`src/rtl/tlb_pkg.sv`:
```
package tlb_pkg;
  localparam int CFG_W    = 32;
  localparam int CFG_IBIT = 3;
  localparam int CFG_DBIT = 2;

  typedef enum logic [1:0] {
    ST_IDLE,
    ST_LOOKUP,
    ST_NL_REQ,
    ST_NL_WAIT
  } tlb_state_e;
endpackage

```
`src/rtl/tlb_cfg_reg.sv`:
```
module tlb_cfg_reg
  import tlb_pkg::*;
#(
  parameter bit HAS_ISIDE = 1'b1,
  parameter bit HAS_DSIDE = 1'b1
) (
  input  logic             clk_i,
  input  logic             rst_ni,
  input  logic             we_i,
  input  logic [CFG_W-1:0] wdata_i,
  output logic [CFG_W-1:0] rdata_o,
  output logic             i_match_o,
  output logic             d_match_o
);
  localparam logic [1:0] IMPL = {HAS_ISIDE, HAS_DSIDE};

  logic i_bit, d_bit;

  generate
    if (HAS_ISIDE) begin : g_ibit
      logic q;
      always_ff @(posedge clk_i or negedge rst_ni)
        if (!rst_ni)   q <= 1'b1;
        else if (we_i) q <= wdata_i[CFG_IBIT];
      assign i_bit = q;
    end else begin : g_no_ibit
      assign i_bit = 1'b0;
    end

    if (HAS_DSIDE) begin : g_dbit
      logic q;
      always_ff @(posedge clk_i or negedge rst_ni)
        if (!rst_ni)   q <= 1'b1;
        else if (we_i) q <= wdata_i[CFG_DBIT];
      assign d_bit = q;
    end else begin : g_no_dbit
      assign d_bit = 1'b0;
    end
  endgenerate

  always_comb begin
    rdata_o           = '0;
    rdata_o[CFG_IBIT] = i_bit;
    rdata_o[CFG_DBIT] = d_bit;
  end

  // absent side: data follows "normal", instruction follows data side
  assign d_match_o = HAS_DSIDE ? d_bit : 1'b1;
  assign i_match_o = HAS_ISIDE ? i_bit : d_match_o;

  assert_cfg_write_R2: assert property (@(posedge clk_i) disable iff (!rst_ni)
    $past(we_i && rst_ni) |->
      rdata_o[CFG_IBIT:CFG_DBIT] == ($past(wdata_i[CFG_IBIT:CFG_DBIT]) & IMPL));
endmodule

```
`src/rtl/tlb_array.sv`:
```
module tlb_array #(
  parameter int NUM_ENTRIES = 8,
  parameter int VPN_W       = 20,
  parameter int PPN_W       = 20
) (
  input  logic             clk_i,
  input  logic             rst_ni,
  input  logic             flush_i,
  input  logic [VPN_W-1:0] lookup_vpn_i,
  output logic             hit_o,
  output logic [PPN_W-1:0] hit_ppn_o,
  input  logic             fill_i,
  input  logic [VPN_W-1:0] fill_vpn_i,
  input  logic [PPN_W-1:0] fill_ppn_i
);
  localparam int PTR_W = (NUM_ENTRIES > 1) ? $clog2(NUM_ENTRIES) : 1;

  logic [NUM_ENTRIES-1:0] valid_q;
  logic [VPN_W-1:0]       vpn_q [NUM_ENTRIES];
  logic [PPN_W-1:0]       ppn_q [NUM_ENTRIES];
  logic [PTR_W-1:0]       ptr_q;
  logic [NUM_ENTRIES-1:0] hit_vec;

  generate
    for (genvar e = 0; e < NUM_ENTRIES; e++) begin : g_entry
      assign hit_vec[e] = valid_q[e] && (vpn_q[e] == lookup_vpn_i);

      always_ff @(posedge clk_i or negedge rst_ni)
        if (!rst_ni) begin
          vpn_q[e] <= '0;
          ppn_q[e] <= '0;
        end else if (fill_i && !flush_i && ptr_q == PTR_W'(e)) begin
          vpn_q[e] <= fill_vpn_i;
          ppn_q[e] <= fill_ppn_i;
        end
    end
  endgenerate

  always_comb begin
    hit_ppn_o = '0;
    for (int e = 0; e < NUM_ENTRIES; e++)
      if (hit_vec[e]) hit_ppn_o = hit_ppn_o | ppn_q[e];
  end
  assign hit_o = |hit_vec;

  always_ff @(posedge clk_i or negedge rst_ni)
    if (!rst_ni) begin
      valid_q <= '0;
      ptr_q   <= '0;
    end else if (flush_i) begin
      valid_q <= '0;
      ptr_q   <= '0;
    end else if (fill_i) begin
      valid_q[ptr_q] <= 1'b1;
      ptr_q <= (ptr_q == PTR_W'(NUM_ENTRIES - 1)) ? '0 : ptr_q + 1'b1;
    end

  assert_hit_onehot_R4: assert property (@(posedge clk_i) disable iff (!rst_ni)
    $onehot0(hit_vec));
  assert_no_change_R7: assert property (@(posedge clk_i) disable iff (!rst_ni)
    !fill_i && !flush_i |=> $stable(valid_q) && $stable(ptr_q));
  assert_flush_clears_R10: assert property (@(posedge clk_i) disable iff (!rst_ni)
    flush_i |=> valid_q == '0);
endmodule

```
`src/rtl/tlb_dbg_bypass.sv`:
```
module tlb_dbg_bypass
  import tlb_pkg::*;
#(
  parameter int NUM_ENTRIES = 8,
  parameter int VPN_W       = 20,
  parameter int PPN_W       = 20,
  parameter bit HAS_ISIDE   = 1'b1,
  parameter bit HAS_DSIDE   = 1'b1
) (
  input  logic             clk_i,
  input  logic             rst_ni,
  input  logic             flush_i,
  input  logic             cfg_we_i,
  input  logic [31:0]      cfg_wdata_i,
  output logic [31:0]      cfg_rdata_o,
  input  logic             req_valid_i,
  output logic             req_ready_o,
  input  logic [VPN_W-1:0] req_vpn_i,
  input  logic             req_instr_i,
  input  logic             req_dbg_i,
  input  logic             req_halt_i,
  output logic             rsp_valid_o,
  output logic             rsp_hit_o,
  output logic [PPN_W-1:0] rsp_ppn_o,
  output logic             nl_req_valid_o,
  input  logic             nl_req_ready_i,
  output logic [VPN_W-1:0] nl_req_vpn_o,
  input  logic             nl_rsp_valid_i,
  input  logic [PPN_W-1:0] nl_rsp_ppn_i
);
  tlb_state_e       state_q, state_d;
  logic [VPN_W-1:0] vpn_q;
  logic             bypass_q;
  logic             i_match, d_match, side_match, accept;
  logic             arr_hit, cache_hit, fill;
  logic [PPN_W-1:0] arr_ppn;

  tlb_cfg_reg #(.HAS_ISIDE(HAS_ISIDE), .HAS_DSIDE(HAS_DSIDE)) i_cfg (
    .clk_i, .rst_ni,
    .we_i      (cfg_we_i),
    .wdata_i   (cfg_wdata_i),
    .rdata_o   (cfg_rdata_o),
    .i_match_o (i_match),
    .d_match_o (d_match)
  );

  tlb_array #(.NUM_ENTRIES(NUM_ENTRIES), .VPN_W(VPN_W), .PPN_W(PPN_W)) i_array (
    .clk_i, .rst_ni,
    .flush_i,
    .lookup_vpn_i (vpn_q),
    .hit_o        (arr_hit),
    .hit_ppn_o    (arr_ppn),
    .fill_i       (fill),
    .fill_vpn_i   (vpn_q),
    .fill_ppn_i   (nl_rsp_ppn_i)
  );

  assign req_ready_o = (state_q == ST_IDLE);
  assign accept      = req_valid_i && req_ready_o;
  assign side_match  = req_instr_i ? i_match : d_match;

  always_ff @(posedge clk_i or negedge rst_ni)
    if (!rst_ni) begin
      state_q  <= ST_IDLE;
      vpn_q    <= '0;
      bypass_q <= 1'b0;
    end else begin
      state_q <= state_d;
      if (accept) begin
        vpn_q    <= req_vpn_i;
        bypass_q <= req_dbg_i && req_halt_i && !side_match;
      end
    end

  assign cache_hit = (state_q == ST_LOOKUP) && arr_hit && !bypass_q;
  assign fill      = (state_q == ST_NL_WAIT) && nl_rsp_valid_i && !bypass_q;

  always_comb begin
    state_d = state_q;
    unique case (state_q)
      ST_IDLE:    if (accept) state_d = ST_LOOKUP;
      ST_LOOKUP:  state_d = cache_hit ? ST_IDLE : ST_NL_REQ;
      ST_NL_REQ:  if (nl_req_ready_i) state_d = ST_NL_WAIT;
      ST_NL_WAIT: if (nl_rsp_valid_i) state_d = ST_IDLE;
      default:    state_d = ST_IDLE;
    endcase
  end

  assign nl_req_valid_o = (state_q == ST_NL_REQ);
  assign nl_req_vpn_o   = vpn_q;
  assign rsp_valid_o    = cache_hit || ((state_q == ST_NL_WAIT) && nl_rsp_valid_i);
  assign rsp_hit_o      = cache_hit;
  assign rsp_ppn_o      = cache_hit ? arr_ppn : nl_rsp_ppn_i;

  assert_hit_latency_R4: assert property (@(posedge clk_i) disable iff (!rst_ni)
    rsp_hit_o |-> $past(req_valid_i && req_ready_o));
  assert_nl_hold_R5: assert property (@(posedge clk_i) disable iff (!rst_ni)
    nl_req_valid_o && !nl_req_ready_i |=> nl_req_valid_o && $stable(nl_req_vpn_o));
  assert_bypass_no_hit_R6: assert property (@(posedge clk_i) disable iff (!rst_ni)
    rsp_valid_o && bypass_q |-> !rsp_hit_o);
  assert_single_outstanding_R11: assert property (@(posedge clk_i) disable iff (!rst_ni)
    $past(req_valid_i && req_ready_o) |-> !req_ready_o);
  assert_nl_only_busy_R11: assert property (@(posedge clk_i) disable iff (!rst_ni)
    nl_req_valid_o |-> !req_ready_o);
endmodule

```
`config.mk`:
```
export PLATFORM = sky130hd
export DESIGN_NAME = tlb_dbg_bypass
export DESIGN_NICKNAME = d
export VERILOG_FILES = /design/src/rtl/tlb_pkg.sv /design/src/rtl/tlb_cfg_reg.sv /design/src/rtl/tlb_array.sv /design/src/rtl/tlb_dbg_bypass.sv
export SDC_FILE = /design/constraint.sdc
export NUM_CORES = 1
export LEC_CHECK = 0
export ABC_AREA = 1
export BUFFER_PORTS_ARGS = -buffer_cell sky130_fd_sc_hd__buf_2
export CORE_MARGIN = 4
export CORE_UTILIZATION = 25
export DETAILED_ROUTE_END_ITERATION = 8
export PLACE_DENSITY = 0.41
export SLEW_MARGIN = 10
export SYNTH_ARGS = -nofsm -noshare
export SYNTH_HDL_FRONTEND = slang
export SYNTH_SLANG_ARGS = --single-unit
```
`constraint.sdc`:
```
create_clock -name clk_i -period 3.5 [get_ports clk_i]
set_clock_uncertainty 0.2 [all_clocks]
set_input_delay 0.35 -clock clk_i [delete_from_list [all_inputs] [get_ports clk_i]]
set_output_delay 0.35 -clock clk_i [all_outputs]
set_load 0.03 [all_outputs]
```
After elaboration in Yosys (flattened, before gate mapping):

Cells that the tools add are included.

* output and inout port bits: 76
* logic and storage cells: 111
* register bits: 356
* bits of input ports: 82

* bitwise logic cells: 8
* reductions and logical operators: 34
* eq/ne operators: 21
* add/subtract/negate cells: 1
* magnitude comparators: 2
* multiplexer cells: 22

Operators with widths (count)
* 20-bit two-way mux: 9
* 20-bit == test: 8
* 20-bit OR: 7
* 1-bit logical AND: 25
* 8-bit two-way mux: 2
* 3-bit == test (second input constant): 4
* 3-bit two-way mux: 3
* 2-bit two-way mux: 4
* 8-bit OR: 1
* 2-bit one-hot mux with 4 select lines: 1
* 8-bit OR reduction: 1
* 3-bit by 2-bit == test with 1-bit output (second input constant): 2
* 2-bit == test (second input constant): 2
* 3-bit by 4-bit less-than comparator with 1-bit output (second input constant): 1
* 2-bit by 1-bit inequality test with 1-bit output (second input constant): 2
* 3-bit by 1-bit adder with 3-bit output (second input constant): 1
* 1-bit demux with 3-bit select: 1
* 3-bit by 1-bit == test with 1-bit output (second input constant): 1
* 3-bit by 1-bit >= comparator with 1-bit output (second input constant): 1
* 1-bit zero test: 3
* 3-bit zero test: 1
* 3-bit AND reduction: 1
* 2-bit by 1-bit == test with 1-bit output (second input constant): 1
* 2-bit zero test: 1
* 4 further kinds: 5

Logic depth before layout (Yosys ltp):

Gate-level depths: netlist of the first run.

* word-level depth: 18
* gate-level depth with buffers: 16
* mapped depth without buffers: 13

Hierarchy:

From an unflattened synthesis of the first run, not the netlist that was laid out.

* cells, all modules: 2317
* area, all modules: 17957.2 µm²

Modules (own cells, without submodules)
* tlb_array: sequential area each 8282.9 µm², area an instance 16415.7 µm², times used 1, cells an instance 2092
* tlb_dbg_bypass: sequential area each 575.6 µm², area an instance 1218.7 µm², times used 1, cells an instance 183
* tlb_cfg_reg: sequential area each 52.6 µm², area an instance 322.8 µm², times used 1, cells an instance 42

Least setup slack after synthesis of the first run:

OpenSTA, ideal clock, no wires.

* path kind: reg-to-output
* start point: register vpn_q[2], in the netlist nl_req_vpn_o[2]
* end point: output rsp_ppn_o[10]
* path buffers: 3
* slack: 0.756 ns
* arrival: 2.194 ns
* stages on the path, launching flop included: 15
* required time: 2.950 ns
* cells stage by stage: dfrtp_1 buf_4 inv_2 buf_4 or2_2 nand3_1 nor2_1 nand3_1 nand2_1 nor2_1 nand2_1 nand2_1 buf_2 nor2_1 nor2_1

* cells in the longest elaborated chain, start to end: 18
* elaborated cells on any way between the ends: 35
* those cells by class: 8 x eq/ne; 9 x mux; 7 x bitwise; 11 x reduce/logical

RTL lines
* start: declaration: line tlb_dbg_bypass.sv:32 `logic [VPN_W-1:0] vpn_q;`
* start signal: assignment: line tlb_dbg_bypass.sv:70 `vpn_q <= req_vpn_i;`
* 20-bit == test: line tlb_array.sv:26 `assign hit_vec[e] = valid_q[e] && (vpn_q[e] == lookup_vpn_i);`
* 1-bit logical AND: line tlb_array.sv:26
* 20-bit two-way mux: line tlb_array.sv:42 `if (hit_vec[e]) hit_ppn_o = hit_ppn_o | ppn_q[e];`
* 20-bit OR: line tlb_array.sv:42
* 20-bit two-way mux: line tlb_array.sv:42
* 20-bit OR: line tlb_array.sv:42
* 20-bit two-way mux: line tlb_array.sv:42
* 20-bit OR: line tlb_array.sv:42
* (+2 left out)
* 20-bit two-way mux: line tlb_array.sv:42
* 20-bit OR: line tlb_array.sv:42
* 20-bit two-way mux: line tlb_array.sv:42
* 20-bit OR: line tlb_array.sv:42
* 20-bit two-way mux: line tlb_array.sv:42
* 20-bit OR: line tlb_array.sv:42
* 20-bit two-way mux: line tlb_array.sv:42
* 20-bit two-way mux (*): line tlb_dbg_bypass.sv:93 `assign rsp_ppn_o = cache_hit ? arr_ppn : nl_rsp_ppn_i;`
* end: declaration: line tlb_dbg_bypass.sv:24 `output logic [PPN_W-1:0] rsp_ppn_o,`

Mark *: on every way between the ends. The rest lies on a longest branch, timed or not.

Worst setup path in the final report of the first run:

* start point: register vpn_q[0], in the netlist nl_req_vpn_o[0]
* end point: output rsp_ppn_o[5]

Same word-level chain as after synthesis.

==> flow_metrics.tcl, run 1 <==
set metrics [dict create \
    status "complete, no violations" \
    setup_slack_ns 0.03112 \
    fin_setup_tns_ns 0 \
    syn_inst 2724 \
    ys_ff_latch 356 \
    period_needed_ns 3.469 \
    power_leakage_nw 12.11 \
    synth.distinct_cells 35 \
    fmax_ghz 0.2883 \
    antenna_found_initial 0 \
    post-route-drc-count 0 \
    endpoint_kind "primary output" \
    slew_viol_final 0 \
    min_path_type "in2reg" \
    yosysWarnings 0 \
    chipHeight_um 287.4 \
    wl_mm 80.01 \
    ant_nets 0 \
    diodes 0 \
    critPathArrivalTime_ns 2.92 \
    required_ns 2.95 \
    fin_nets 3014 \
    vdd_drop_max_mv 0.3868 \
    cts_buffer_depth 3 \
    hpwlAfterDp_mm 49.23 \
    ys_seq_area_share_pct 45.67 \
    grt_start_max_net_pins 81 \
    reg2reg_setup_slack_ns 0.60 \
    grt_pass1_vias 17841 \
    htreeDepth 2 \
    grt_overflow_total 0 \
    cts_tree "done" \
    hold_path.startpoint "nl_rsp_ppn_i[6]" \
    path_clk_slew_ns 0.06 \
    slew_headroom_pct 35.05 \
    die_w_um 287.4 \
    drt_iter0_markers 1569 \
    dp.cells 3774 \
    insertion_delay_ns 0.58 \
    core_area_mm2 0.07747 \
    first_pass_iters 5 \
    clock-root-buffer "clkbuf_16" \
    startpoint_type "flop" \
    setup_viol_count_final 0 \
    rsz0062_at_grt "true" \
    path_max_fanout 5 \
    ios 158 \
    numClockSinks 356 \
    initial_core_util_pct 25.19 \
    grt_use_total_pct 18.95 \
    port_buffers 97 \
    crit_path_start "nl_req_vpn_o[0]$_DFFE_PN0P_" \
    numCtsBuffers 45 \
    syn_area_per_cell_um2 7.163 \
    drive_gt1_share_pct 18.15 \
    final_common_cell "nand2_1" \
    gp_congestion 0.8506 \
    finalCritPeriodShare_pct 99.11 \
    via_count 18848 \
    wl_per_cell_um 20.01 \
    synth.cell_area_mm2 0.01951 \
    drt-vias-per-instance 4.713 \
    grt_pass1_wl_mm 118.5 \
    fin_cells 3999 \
    dieArea_mm2 0.08258 \
    fill_cells 8274 \
    layout_common_cells "nand2_1, dfrtp_1, o21ai_1" \
    worst_pin_slew_ns 0.9742 \
    place_ws_ns 0.2741 \
    syn2layout_area_growth_pct 29.75 \
    hold_viol_final 0 \
    power_density_mw_per_mm2 709.7 \
    maxCapViolCount 0 \
    row_count 102 \
    crit_type "reg2out" \
]
-- flip-flops by register name, indices dropped and copies added (netlist names), named ones only --
signal,cells
i_array.ppn_q,160
i_cfg.d_match_o,1
i_array.valid_q,8
i_array.vpn_q,160
i_cfg.i_match_o,1
nl_req_vpn_o,20
bypass_q,1
i_array.ptr_q,3
state_q,1
-- worst max-delay path: stages (launching register included) --
cell	delay, ns
dfrtp_2	0.43
clkinvlp_4	0.20
buf_12	0.19
nand2_8	0.08
nand2_1	0.06
nor2_1	0.08
nand2_1	0.09
nor2_1	0.19
nand3_1	0.09
nand2_1	0.10
nor2_2	0.05
nand2_4	0.18
clkbuf_16	0.20
a21oi_1	0.06
nor2_1	0.14
buf_4	0.19
-- metal layers --
layer | track usage (%) | part of all wire [%]
met5 | 0 | 0
met4 | 5.823 | 3.4
met3 | 2.522 | 5.3
met2 | 29.80 | 44
met1 | 27.05 | 47
-- path summary, 6_finish.rpt --
path,end,cells past startpoint
max reg2reg,bypass_q$_DFFE_PN0P_,7
min reg2reg,i_array.ppn_q[114]$_DFFE_PN0P_,2
min,i_array.ppn_q[146]$_DFFE_PN0P_,3
max in group asynchronous,i_array.ppn_q[86]$_DFFE_PN0P_,3
max,rsp_ppn_o[5],15
min in group asynchronous,i_array.ppn_q[35]$_DFFE_PN0P_,2
-- stage by stage --
| step | instance area (um2) | util, % | hold WS, ns | power (W) |
|---|---|---|---|---|
| 6_report | 25320 | 32.68 | 0.03516 | 0.01797 |
| 5_1_grt | 25320 | 32.68 | 0.04058 | 0.01899 |
| 4_1_cts | 24630 | 31.80 | 0.007144 | 0.01750 |
| 3_5_place_dp | 21180 | 27.34 | 0.2400 | 0.01151 |
| 3_3_place_gp | 21180 | 27.34 | 0.2322 | 0.01146 |
| 2_1_floorplan | 19620 | - | -0.1456 | 0.009064 |
-- power breakdown --
group / internal [W] / switching (W)
logic: 0.00264 / 0.00514
registers: 0.00471 / 0.000534
clock network: 0.00302 / 0.00193
total: 0.0104 / 0.00760
-- final cells by class --
| cell class | count | area [um2] | share of cell area, % |
|---|---|---|---|
| Timing Repair inverter | 1 | 7.507 | 0.02965 |
| Sequential cell | 356 | 8926 | 35.26 |
| Clock inverter | 16 | 216.5 | 0.8550 |
| Tap cell | 1040 | 1301 | 5.140 |
| Multi-Input combinational cell | 1990 | 9414 | 37.18 |
| Clock buffer | 64 | 1338 | 5.283 |
| Timing Repair Buffer | 324 | 3241 | 12.80 |
| Inverter | 208 | 873.3 | 3.450 |
-- synth_stat cells, drive strengths merged --
library cell | n | area [um2]
nand2 | 1026 | 3871
o21ai | 365 | 1827
dfrtp | 354 | 8859
nor2 | 272 | 1036
inv | 208 | 783.3
buf | 175 | 1045
nand4 | 169 | 1057
nand3 | 44 | 282.8
a21oi | 30 | 150.1
clkbuf | 24 | 93.84
xnor2 | 21 | 183.9
ha | 6 | 75.07
nand3b | 6 | 45.04
nor3 | 5 | 30.03
o22ai | 5 | 31.28
xor2 | 4 | 35.03
or2 | 3 | 18.77
dfstp | 2 | 52.55
o211ai | 2 | 15.01
and2 | 1 | 6.260
conb | 1 | 3.750
mux2 | 1 | 11.26
-- what timing repair did --
action	in CTS	in global routing
endpoints found under the hold margin	197	0
pin swaps	20	55
hold buffers	48	0
gates cloned	17	6
endpoints found under the setup margin	22	22
resized for setup	128	186
buffers inserted	53	33
-- cell families after synthesis --
kind of cell	count (synthesis)	share of synthesized area (%)
and+or+nand+nor	1526	32.53
buffers and inverters	407	9.849
AOI/OAI and AO/OA	402	10.37
DFF	356	45.67
xor gates and xnor gates	25	1.122
adders and majority gates	6	0.3847
other	1	0.01922
muxes	1	0.05771
(Power assumes the default switching activity.)
==> inputs of run 2 (changes only) <==
--- a/config.mk
+++ b/config.mk
@@ -10,5 +10,5 @@
 export CORE_MARGIN = 4
-export CORE_UTILIZATION = 25
+export CORE_UTILIZATION = 55
 export DETAILED_ROUTE_END_ITERATION = 8
-export PLACE_DENSITY = 0.41
+export PLACE_DENSITY = 0.75
 export SLEW_MARGIN = 10
--- a/constraint.sdc
+++ b/constraint.sdc
@@ -4,2 +4,2 @@
 set_output_delay 0.35 -clock clk_i [all_outputs]
-set_load 0.03 [all_outputs]
+set_load 0.05 [all_outputs]
==> run 2 against run 1 <==
Total power down 7.2%. First-iteration DRC count increased by 61%. Wire length decreased by 18%. Non-clock buffer count shrank 79. Design area fell by 9.4%. Sequential power shrank 1%. Critical endpoint is now rsp_ppn_o[19]. Largest power group unchanged.
==> flow_metrics.tcl, run 2 (synthesis gave the netlist of run 1 again) <==
set metrics [dict create \
    ios 158 \
    finalCritPeriodShare_pct 99.02 \
    setup_viol_count_final 0 \
    startpoint_type "flop" \
    place_ws_ns 0.2916 \
    grt_pass1_vias 18084 \
    p_switching_w 0.007140 \
    p_clk_share_pct 27.2 \
    insertion_delay_ns 0.55 \
    fin_nets 2932 \
    period_needed_ns 3.466 \
    vdd_drop_max_mv 0.5547 \
    core_area_mm2 0.03480 \
    via_count 19244 \
    antenna_found_initial 1 \
    pwr-share-comb_pct 41.7 \
    fill_cells 2912 \
    chipHeight_um 196.4 \
    initial_core_util_pct 56.07 \
    hpwlAfterDp_mm 40.89 \
    port_buffers 97 \
    holdWs_ns 0.02473 \
    dp.cells 3180 \
    die_w_um 196.4 \
    dieArea_mm2 0.03856 \
    fmax_ghz 0.2885 \
    cts_tree "done" \
    grt_start_max_net_pins 108 \
    drt-vias-per-instance 5.781 \
    fin_cells 3329 \
    first_pass_iters 6 \
    drive_gt1_share_pct 12.84 \
    numClockSinks 356 \
    drt_iter0_markers 2522 \
    grt_use_total_pct 32.72 \
    power_leakage_nw 11.45 \
    grt_overflow_total 0 \
    ant_nets 0 \
    diodes 0 \
    maxCapViolCount 0 \
    status "complete, no violations" \
    row_count 68 \
    power_density_mw_per_mm2 726.6 \
    wl_mm 65.38 \
    p_sw_share_pct 42.84 \
    critPathArrivalTime_ns 2.92 \
    power.total_w 0.01667 \
    htreeDepth 2 \
    syn2layout_area_growth_pct 17.57 \
    grt_pass1_wl_mm 100.1 \
    clock-root-buffer "clkbuf_16" \
    worst_pin_slew_ns 0.9643 \
    endpoint_kind "primary output" \
    path_clk_slew_ns 0.06 \
    required_ns 2.95 \
    min_path_type "in2reg" \
    hold_viol_final 0 \
    layout_common_cells "nand2_1, dfrtp_1, nor2_1" \
    path_max_fanout 6 \
    post-route-drc-count 0 \
    wl_per_cell_um 19.64 \
    seqPwrFrac_pct 31.1 \
    final_common_cell "nand2_1" \
    slew_viol_final 0 \
    final_core_util_pct 65.92 \
    setup_slack_ns 0.03429 \
    numCtsBuffers 41 \
    gp_congestion 0.9974 \
    slew_headroom_pct 35.71 \
    p_int_w 0.009528 \
    cts_buffer_depth 3 \
    crit_type "reg2out" \
]
run 2: cell count changes in the layout (fill, tap and decap cells not counted), sizes merged, moves of 4 or more:
cell / before / now
buf: 266 / 200
bufbuf: 4 / 0
clkbuf: 70 / 64
dlygate4sd3: 48 / 38
run 2: layer usage:
layer  vias up  wire length, um  part of all wire [%]  global-route usage [%]
met3       179             7966                    12                   7.863
met2      1074            28350                    43                   48.60
met5         -                0                     0                       0
li1       8925                -                     -                       -
met1      9066            26570                    41                   46.91
met4         0             2496                   3.8                   12.39
run 2: timing repair:
action                     in CTS  in global routing
resized for setup              55                154
setup endpoints to repair      22                 22
setup buffers                   7                 20
cloned                          5                  7
hold endpoints to repair      135                  0
pin swaps                       3                  8
hold buffers                   38                  0
run 2: power groups by stage:
stage               registers [W]  clock network (W)  logic [W]
finish                    0.00519            0.00453    0.00695
global route              0.00526            0.00475    0.00750
CTS                       0.00516            0.00456    0.00636
detailed placement        0.00520                  0    0.00608
global placement          0.00517                  0    0.00597
floorplan                 0.00546                  0    0.00385
run 2: worst paths after layout:
| path | from | endpoint | slack (ns) | cells past startpoint |
|---|---|---|---|---|
| min in group asynchronous | rst_ni | i_array.vpn_q[141]$_DFFE_PN0P_ | 0.17 | 2 |
| worst min register to register | i_array.ppn_q[19]$_DFFE_PN0P_ | i_array.ppn_q[19]$_DFFE_PN0P_ | 0.29 | 2 |
| max in group asynchronous | rst_ni | nl_req_vpn_o[13]$_DFFE_PN0P_ | 1.86 | 3 |
| worst max-delay path | nl_req_vpn_o[9]$_DFFE_PN0P_ | rsp_ppn_o[19] | 0.03 | 15 |
| worst max register to register | flop | i_array.ppn_q[85]$_DFFE_PN0P_ | 0.68 | 8 |
| worst min-delay path | nl_rsp_ppn_i[14] | i_array.ppn_q[54]$_DFFE_PN0P_ | 0.02 | 3 |
run 2: critical path, cell delays in order (launching register included):
cell	delay, ns
dfrtp_2	0.50
buf_4	0.21
nand2_1	0.09
nand2_1	0.05
nor2_1	0.22
nand3_1	0.17
nor2_4	0.18
nand3_1	0.09
nand2_1	0.07
nor2_1	0.04
nand2_1	0.09
nand2_4	0.11
clkbuf_16	0.21
nor2_1	0.09
nor2_1	0.07
buf_6	0.16
run 2: per-stage QoR:
step / TNS, ns / instance area (um2)
detailed placement: 0 / 20190
global placement: 0 / 20190
finish: 0 / 22940
CTS: 0 / 22260
global route: -1.473 / 22940
floorplan: 0 / 19620
run 2: final cells by class:
type                    count  area [um2]  share of cell area, %
well taps                 455       569.3                  2.482
inverters                 208       843.3                  3.676
flip-flops and latches    356        8917                  38.87
repair buffers            245        2142                  9.337
repair inverters            1       5.005                0.02182
multi-input cells        1991        9049                  39.44
clock buffers              57        1167                  5.089
clock inverters            16       247.7                  1.080
==> inputs of run 3 (changes only) <==
Settings changed: CORE_MARGIN 4 to 2, SLEW_MARGIN 10 to 0.
Clock period 3.5 ns to 4.3 ns, I/O delays scaled along.
==> run 3 against run 2 <==
Wire length decreased by 6.8%. Critical path depth increased by 1. Global-route usage increased by 1.3 points. Critical path type unchanged. Highest routed layer unchanged.
==> flow_metrics.tcl, run 3 (synthesis gave the netlist of run 1 again) <==
set metrics [dict create \
    chipHeight_um 192.4 \
    drt_iter0_markers 2048 \
    setup_viol_count_final 0 \
    grt_pass1_wl_mm 96.75 \
    finalCritPeriodShare_pct 95.70 \
    via_count 18618 \
    die_w_um 192.4 \
    fin_area_mm2 0.02174 \
    multi_input_area_mm2 0.008808 \
    critPathArrivalTime_ns 3.48 \
    layout_common_cells "nand2_1, dfrtp_1, nor2_1" \
    crit_type "reg2out" \
    slew_headroom_pct 16.78 \
    maxCapViolCount 0 \
    startpoint_type "flop" \
    rsz0062_at_grt "false" \
    grt_pass1_vias 17239 \
    cts_setup_buffers 0 \
    grt_start_max_net_pins 117 \
    hold_path.startpoint "req_valid_i" \
    worst_pin_slew_ns 1.247 \
    path_clk_slew_ns 0.06 \
    cts_tree "done" \
    fin_nets 2872 \
    wl_mm 60.94 \
    status "complete, no violations" \
    htreeDepth 2 \
    grt_use_total_pct 34.04 \
    port_buffers 97 \
    min_path_type "in2reg" \
    antenna_found_initial 0 \
    gp_congestion 0.9627 \
    ios 158 \
    final_common_cell "nand2_1" \
    fmax_ghz 0.2430 \
    path_max_fanout 21 \
    core_area_mm2 0.03471 \
    ant_nets 0 \
    fill_cells 3159 \
    clock-root-buffer "clkbuf_16" \
    period_needed_ns 4.115 \
    power_leakage_nw 11.00 \
    diodes 0 \
    place_area_mm2 0.02007 \
    numClockSinks 356 \
    numCtsBuffers 42 \
    syn2layout_area_growth_pct 11.40 \
    power_density_mw_per_mm2 588.2 \
    hold_viol_final 0 \
    hpwlAfterDp_mm 40.26 \
    row_count 68 \
    drt-vias-per-instance 5.694 \
    drive_gt1_share_pct 9.520 \
    fin_setup_tns_ns 0 \
    grt_overflow_total 0 \
    seqCellArea_mm2 0.008912 \
    post-route-drc-count 0 \
    vdd_drop_max_mv 0.4054 \
    endpoint_kind "primary output" \
    dieArea_mm2 0.03700 \
    wl_per_cell_um 18.63 \
    slew_viol_final 0 \
    crit_path_start "nl_req_vpn_o[6]$_DFFE_PN0P_" \
    initial_core_util_pct 56.21 \
    insertion_delay_ns 0.58 \
    cts_buffer_depth 3 \
    required_ns 3.67 \
    first_pass_iters 5 \
]
-- run 3: cell count changes in the layout (fill, tap and decap cells not counted), moves of 6 or more --
cell	before	now
buf_2	75	96
inv_4	10	1
buf_4	70	55
nor2_1	232	268
nor2_2	21	2
nand2_1	1016	1022
inv_2	8	22
dlygate4sd3_1	38	29
buf_6	36	0
nor2_4	19	2
buf_12	13	5
-- run 3: final timing paths --
kind | end | slack [ns] | depth (start not counted)
worst max-delay path | rsp_ppn_o[14] | 0.19 | 16
worst min-delay path | state_q[0]$_DFFE_PN0P_ | 0.02 | 3
worst max register to register | bypass_q$_DFFE_PN0P_ | 1.13 | 7
worst min register to register | i_array.ppn_q[106]$_DFFE_PN0P_ | 0.28 | 2
max in group asynchronous | i_cfg.i_match_o$_DFFE_PN1P_ | 2.56 | 3
min in group asynchronous | nl_req_vpn_o[4]$_DFFE_PN0P_ | 0.31 | 2
-- run 3: routing by layer --
metal  routed length [um]  track usage, %  vias up
met2                25960           50.12      960
li1                     -               -     8776
met4                 1918           11.95        0
met5                    0               0        -
met1                26510           50.10     8738
met3                 6543           6.638      144
-- run 3: report_power, final --
part / total (W) / switching [W] / internal [W]
Clock: 0.00355 / 0.00146 / 0.00210
Sequential: 0.00430 / 0.000482 / 0.00382
Combinational: 0.00493 / 0.00360 / 0.00133
Total: 0.0128 / 0.00554 / 0.00724
-- run 3: timing repair --
item,in CTS,in global routing
hold buffers,29,0
endpoints found under the setup margin,0,22
hold endpoints to repair,136,0
gates resized for setup,0,4
-- run 3: area by class of cell --
cell class	instances	area share, %
clock buffers	61	5.624
inverters	208	3.603
multi-input cells	1990	40.52
clock inverters	14	0.6562
repair buffers	186	5.975
flip-flops and latches	356	41.00
well taps	455	2.619
-- run 3: through the flow --
step	hold slack, ns	worst slack [ns]	instances	power, W	util (%)
after floorplan	-0.06559	1.086	2753	0.007576	-
after global placement	0.2663	0.8012	3166	0.009003	57.82
after detailed placement	0.2726	0.7579	3166	0.009092	57.82
after CTS	0.01031	0.1292	3270	0.01268	62.59
after global routing	0.03788	0.0002416	3270	0.01349	62.62
final	0.01826	0.1851	3270	0.01279	62.62
-- run 3: worst max-delay path, stage by stage (launching register included) --
cell,delay (ns)
dfrtp_1,0.65
inv_2,0.28
nand2_1,0.19
nand2_1,0.07
nor2_1,0.16
nand2_1,0.08
nor2_1,0.12
buf_4,0.34
nand3_1,0.14
nand2_1,0.09
nor2_1,0.04
nand2_1,0.06
nand2_1,0.04
buf_4,0.22
nor2_1,0.14
nor2_1,0.05
buf_2,0.21
